**src/rtl/ea_pkg.sv**
```systemverilog
// Package of shared encodings for the operand address generator.
// Assumes a 3-bit mode field and a 2-bit operand size field.
package ea_pkg;

    typedef enum logic [2:0] {
        AM_DREG    = 3'd0,
        AM_AREG    = 3'd1,
        AM_IND     = 3'd2,
        AM_POSTINC = 3'd3,
        AM_PREDEC  = 3'd4,
        AM_DISP    = 3'd5,
        AM_INDEX   = 3'd6,
        AM_EXT     = 3'd7
    } amode_e;

    typedef enum logic [1:0] {
        SZ_BYTE = 2'd0,
        SZ_WORD = 2'd1,
        SZ_LONG = 2'd2,
        SZ_RSVD = 2'd3
    } opsize_e;

    // Register-field codes of the absolute mode
    localparam logic [2:0] EXT_ABS_SHORT = 3'd0;
    localparam logic [2:0] EXT_ABS_LONG  = 3'd1;

endpackage

```
**src/rtl/ea_reg_pick.sv**
```systemverilog
// Selects one register out of a flattened register bank.
// Assumes register i sits at bits [i*AW +: AW] and that sel < NREG.
module ea_reg_pick #(
    parameter int AW   = 32,
    parameter int NREG = 8,
    localparam int RW  = $clog2(NREG)
) (
    input  logic [NREG*AW-1:0] regs_flat,
    input  logic [RW-1:0]      sel,
    output logic [AW-1:0]      val
);

    // Indexed part-select of the requested register
    always_comb begin
        val = regs_flat[sel*AW +: AW];
    end

endmodule

```
**src/rtl/ea_step_gen.sv**
```systemverilog
// Produces the byte step used by post-increment and pre-decrement.
// Assumes the highest-numbered register is the stack pointer, which must
// stay word aligned, so a byte step on it is widened to 2.
module ea_step_gen #(
    parameter int AW   = 32,
    parameter int NREG = 8,
    localparam int RW  = $clog2(NREG)
) (
    input  ea_pkg::opsize_e op_size,
    input  logic [RW-1:0]   reg_num,
    output logic [AW-1:0]   step
);

    localparam logic [RW-1:0] SP_NUM = RW'(NREG - 1);

    // Map the operand size (and the stack pointer case) to a byte count
    always_comb begin
        unique case (op_size)
            ea_pkg::SZ_BYTE: step = (reg_num == SP_NUM) ? AW'(2) : AW'(1);
            ea_pkg::SZ_WORD: step = AW'(2);
            default:         step = AW'(4);
        endcase
    end

endmodule

```
**src/rtl/ea_index_unit.sv**
```systemverilog
// Forms the scaled index term of the indexed mode.
// Assumes the index is either used whole or narrowed to its sign-extended
// lower 16 bits, then shifted left by 0 to 3 positions.
module ea_index_unit #(
    parameter int AW = 32
) (
    input  logic [AW-1:0] idx_raw,
    input  logic          idx_full,
    input  logic [1:0]    idx_shift,
    output logic [AW-1:0] idx_scaled
);

    logic [AW-1:0] idx_sized;

    // Choose full width or the sign-extended lower half-word
    always_comb begin
        if (idx_full) idx_sized = idx_raw;
        else          idx_sized = AW'($signed(idx_raw[15:0]));
    end

    // Apply the scale factor 1, 2, 4 or 8
    always_comb begin
        idx_scaled = idx_sized << idx_shift;
    end

endmodule

```
**src/rtl/ea_calc_unit.sv**
```systemverilog
// Operand address generator: computes the effective address of one operand
// specifier combinationally and registers the base-register update of the
// auto-modifying modes. Assumes register banks are flattened, register i at
// [i*AW +: AW]; the write-back strobe lasts one cycle per request.
module ea_calc_unit #(
    parameter int AW   = 32,
    parameter int NREG = 8,
    parameter int EXTW = 16,
    localparam int RW  = $clog2(NREG)
) (
    input  logic                 clk,
    input  logic                 rst_n,
    input  logic                 req_valid,
    input  logic [2:0]           mode,
    input  logic [RW-1:0]        reg_num,
    input  logic [1:0]           op_size,
    input  logic [EXTW-1:0]      ext_word0,
    input  logic [EXTW-1:0]      ext_word1,
    input  logic [NREG*AW-1:0]   data_regs,
    input  logic [NREG*AW-1:0]   addr_regs,
    output logic [AW-1:0]        ea,
    output logic                 mode_err,
    output logic                 wb_en,
    output logic [RW-1:0]        wb_reg,
    output logic [AW-1:0]        wb_value
);
    import ea_pkg::*;

    amode_e        am;
    opsize_e       sz;
    logic [AW-1:0] base_an;
    logic [AW-1:0] direct_dn;
    logic [AW-1:0] idx_from_d;
    logic [AW-1:0] idx_from_a;
    logic [AW-1:0] idx_raw;
    logic [AW-1:0] idx_scaled;
    logic [AW-1:0] step;
    logic [AW-1:0] an_dec;
    logic [AW-1:0] an_inc;
    logic          auto_mod;

    // Cast the raw code fields to their enumerations
    always_comb begin
        am = amode_e'(mode);
        sz = opsize_e'(op_size);
    end

    ea_reg_pick #(.AW(AW), .NREG(NREG)) u_pick_base (
        .regs_flat (addr_regs),
        .sel       (reg_num),
        .val       (base_an)
    );

    ea_reg_pick #(.AW(AW), .NREG(NREG)) u_pick_dn (
        .regs_flat (data_regs),
        .sel       (reg_num),
        .val       (direct_dn)
    );

    ea_reg_pick #(.AW(AW), .NREG(NREG)) u_pick_idx_d (
        .regs_flat (data_regs),
        .sel       (ext_word0[12 +: RW]),
        .val       (idx_from_d)
    );

    ea_reg_pick #(.AW(AW), .NREG(NREG)) u_pick_idx_a (
        .regs_flat (addr_regs),
        .sel       (ext_word0[12 +: RW]),
        .val       (idx_from_a)
    );

    // Index register kind is chosen by the top bit of the extension word
    always_comb begin
        idx_raw = ext_word0[15] ? idx_from_a : idx_from_d;
    end

    ea_index_unit #(.AW(AW)) u_index (
        .idx_raw    (idx_raw),
        .idx_full   (ext_word0[11]),
        .idx_shift  (ext_word0[10:9]),
        .idx_scaled (idx_scaled)
    );

    ea_step_gen #(.AW(AW), .NREG(NREG)) u_step (
        .op_size (sz),
        .reg_num (reg_num),
        .step    (step)
    );

    // Candidate updated base values for the two auto-modifying modes
    always_comb begin
        an_inc = base_an + step;
        an_dec = base_an - step;
    end

    // Effective address and legality per mode
    always_comb begin
        ea       = '0;
        mode_err = 1'b0;
        unique case (am)
            AM_DREG:    ea = direct_dn;
            AM_AREG:    ea = base_an;
            AM_IND:     ea = base_an;
            AM_POSTINC: ea = base_an;
            AM_PREDEC:  ea = an_dec;
            AM_DISP:    ea = base_an + AW'($signed(ext_word0));
            AM_INDEX: begin
                if (ext_word0[8]) mode_err = 1'b1;
                else ea = base_an + AW'($signed(ext_word0[7:0])) + idx_scaled;
            end
            AM_EXT: begin
                if (reg_num == RW'(EXT_ABS_SHORT))
                    ea = AW'($signed(ext_word0));
                else if (reg_num == RW'(EXT_ABS_LONG))
                    ea = AW'({ext_word0, ext_word1});
                else
                    mode_err = 1'b1;
            end
            default:    ea = '0;
        endcase
    end

    // A request that must update its base register
    always_comb begin
        auto_mod = req_valid && ((am == AM_POSTINC) || (am == AM_PREDEC));
    end

    // Registered write-back strobe, target and value
    always_ff @(posedge clk) begin
        if (!rst_n) begin
            wb_en    <= 1'b0;
            wb_reg   <= '0;
            wb_value <= '0;
        end else begin
            wb_en <= auto_mod;
            if (auto_mod) begin
                wb_reg   <= reg_num;
                wb_value <= (am == AM_POSTINC) ? an_inc : an_dec;
            end
        end
    end

endmodule

```
**config.mk**
```make
export PLATFORM = sky130hd
export DESIGN_NAME = ea_calc_unit
export DESIGN_NICKNAME = d
export VERILOG_FILES = /design/src/rtl/ea_pkg.sv /design/src/rtl/ea_reg_pick.sv /design/src/rtl/ea_step_gen.sv /design/src/rtl/ea_index_unit.sv /design/src/rtl/ea_calc_unit.sv
export SDC_FILE = /design/constraint.sdc
export NUM_CORES = 1
export LEC_CHECK = 0
export ABC_CLOCK_PERIOD_IN_PS = 13200
export BUFFER_PORTS_ARGS = -buffer_cell sky130_fd_sc_hd__clkbuf_2
export CORE_AREA = 10 10 233 235
export DETAILED_ROUTE_END_ITERATION = 8
export DIE_AREA = 0 0 243 245
export PLACE_DENSITY = 0.69
export SLEW_MARGIN = 20
export SYNTH_ARGS = -nofsm -noshare
export SYNTH_HDL_FRONTEND = slang
export SYNTH_SLANG_ARGS = --single-unit
```
**constraint.sdc**
```tcl
create_clock -name clk -period 13.2 [get_ports clk]
set_input_delay 3.3 -clock clk [delete_from_list [all_inputs] [get_ports clk]]
set_output_delay 3.3 -clock clk [all_outputs]
set_load 0.01 [all_outputs]
```
==> out/metrics.cfg <==
[run_status]
outcome = complete, no violations

[die]
dieArea_um2 = 59540
core_um2 = 49660
initial_utilization = 0.3386
die_h_um = 245
io_pins = 624
num_rows = 82
die_w_um = 243

[synth]
syn_inst = 1732
synth_seq_cells = 36
synthArstFlopShare = 0
synth_area_leaders = mux4_2 38%, ha_1 5.0%, dfxtp_1 4.3%
synth.most_common_cell = mux4_2
netlist_area_um2 = 16810
ys_seq_area_frac = 0.04286
avgSynthCellArea_um2 = 9.708
ys_warn_count = 0
ys.flop_type = dfxtp_1
yosysTopAreaCell = mux4_2
synth_cell_types = 89
synth_edf_count = 0
syn-num-nets = 2389
synth_commonest_cells = 287 x mux4_2, 133 x nand2_1, 133 x nor2_1
synth.top_cell.area_share = 0.3844

[power_and_ir_drop]
internal_power_mw = 0.8100
leakagePower_nw = 8.584
switching_share = 0.5351
powerDensity_nw_per_um2 = 83.41
irDropWorstVdd_mv = 0.04352
seqPwrFrac = 0.068
p_comb_frac = 0.855
pwr-share-clk = 0.077
p_switching_mw = 0.9325

[route]
avgRoutedWirePerCell_um = 36.56
drtPass1Iterations = 6
via_per_inst = 6.724
drt_iter0_markers = 2388
wirelength_um = 108700
drc = 0
vias = 19990
drt.antenna.violating_nets = 0

[clocking]
cts_buffers = 5
clockRootBuffer = clkbuf_16
cts.sinks = 36
ctsResizeCount = 0
postCtsSetupRepairBufs = 0
clk_latency_ns = 0.28
postCtsHoldBufs = 0
cts_tree = yes
cts_buffer_depth = 2
cts_max_level = 2
cts.clk_slew.worst_paths_ns = 0.05

[hold_path]
holdPathStages = 2
hp-class = register to register

[setup_path]
end_kind = output port
worst_setup_path_start_kind = primary input
critical_path.max_fanout = 58
crit_end = ea[20]
r2r_slack_ns = 12.44
r2r_cells = 2
reg2reg_to = wb_value[27]
cp-startpoint = ext_word0[15]
cp_data_required_time_ns = 9.90
worstSetupPathType = primary input to output port
cp.arrival_ns = 9.20
worstReg2RegStart = wb_value[27]

[place]
dp_hpwl_um = 93550
gp_congestion = 1.094
place_worst_setup_slack_ns = 0.7573
port_buffers = 623

[sta]
rsz0062_at_grt = false
fmax_mhz = 80.01
period_minus_slack_ns = 12.50
tightest_slew_ns = 1.065
fin_tns_setup_ns = 0
max-slew-margin-rel = 0.2759
slew_violations = 0
fin_ws_ns = 0.7016
final.setup_skew_ns = 0
hold_viol_final = 0
setup_viol = 0
finalCritPeriodShare = 0.9468

[grt]
grt_remaining_overflow = 0
antenna_found_initial = 32
grt_first_pass_wirelength_um = 151500
grt_pass1_vias = 19783
grt_max_degree = 82
grt.total_usage = 0.3472

[layout]
final_nets = 2935
largest_reg_flops = 32
syn_to_final_growth_pct = 24.24
drive_gt1_frac = 0.4625
post-route-util = 0.4207

[job]
cap_violations = 0

==> power by group through the flow <==
stage          Sequential (mW)  Clock [mW]  Combinational (mW)
3_3_place_gp             0.120           0                1.45
3_5_place_dp             0.121           0                1.44
2_1_floorplan            0.123           0               0.895
5_1_grt                  0.119       0.142                1.57
6_report                 0.118       0.135                1.49
4_1_cts                  0.118       0.136                1.45
==> cell type report <==
cell class / count / area, um2
multi-input combinational: 1509 / 15310
sequential: 36 / 720.7
tap: 672 / 840.8
antenna: 22 / 55.05
clock inverter: 3 / 42.54
fill: 4950 / 28770
inverter: 44 / 165.2
clock buffer: 5 / 125.1
timing repair buffer: 682 / 3631
==> per-stage QoR <==
stage	instances	power (mW)	hold WS (ns)	instance area [um2]
floorplan	1732	1.018	0.4762	16810
global placement	2942	1.569	0.4453	20650
detailed placement	2942	1.564	0.4570	20650
CTS	2950	1.704	0.4648	20820
global route	2971	1.829	0.4975	20890
finish	2973	1.742	0.4639	20890
==> routing by layer <==
layer | GRT usage | wire, um
met1 | 0.4459 | 41650
met2 | 0.5398 | 48970
met3 | 0.09275 | 12450
met4 | 0.1570 | 5601
met5 | 0 | 21
==> worst min path at each step <==
stage                      startpoint          end  slack (ns)
after CTS                   wb_reg[2]    wb_reg[2]        0.46
after detailed placement    wb_reg[2]    wb_reg[2]        0.46
after global routing        wb_reg[0]    wb_reg[0]        0.50
final                       wb_reg[2]    wb_reg[2]        0.46
after floorplan           wb_value[1]  wb_value[1]        0.48
after global placement    wb_value[1]  wb_value[1]        0.45
==> layout by cell type, fill, tap and decap left out, types with 29 or more instances in the layout <==
master	synthesis	routed
fa_1	35	35
nand3_1	39	39
clkbuf_2	0	617
mux4_2	287	287
mux2i_1	60	59
xor2_1	29	29
ha_1	67	67
a211oi_1	42	42
xnor2_1	65	65
inv_1	35	34
dfxtp_1	36	36
nand2_1	133	133
nor2_1	133	132
buf_4	4	58
nor3_1	37	36
o21ai_0	95	95
a21oi_1	117	117
==> cells by family (layout without fill, tap and decap cells) <==
logic type               after synthesis  in the layout  share of synthesized area
buffers and inverters                187            734                    0.04792
AO/OA/AOI/OAI                        469            469                     0.1810
adder cells (fa/ha/maj)              102            102                    0.09152
other                                  0             22                          0
AND/OR/NAND/NOR                      457            457                     0.1341
XOR/XNOR                              94             94                    0.04896
flip-flops                            36             36                    0.04286
multiplexers                         387            387                     0.4537
==> critical path, cell delays in order <==
cell      delay (ns)
clkbuf_8        0.46
buf_12          0.36
mux4_2          0.55
mux4_2          0.52
mux4_2          0.51
fa_1            0.48
ha_1            0.37
inv_1           0.09
a211oi_1        0.23
a21oi_1         0.19
buf_4           0.19
o311ai_0        0.42
o211ai_1        0.21
nor2b_1         0.18
xnor2_1         0.24
a221oi_1        0.12
a22oi_1         0.35
clkbuf_2        0.20
No activity file was read; power rests on OpenSTA's default activity.
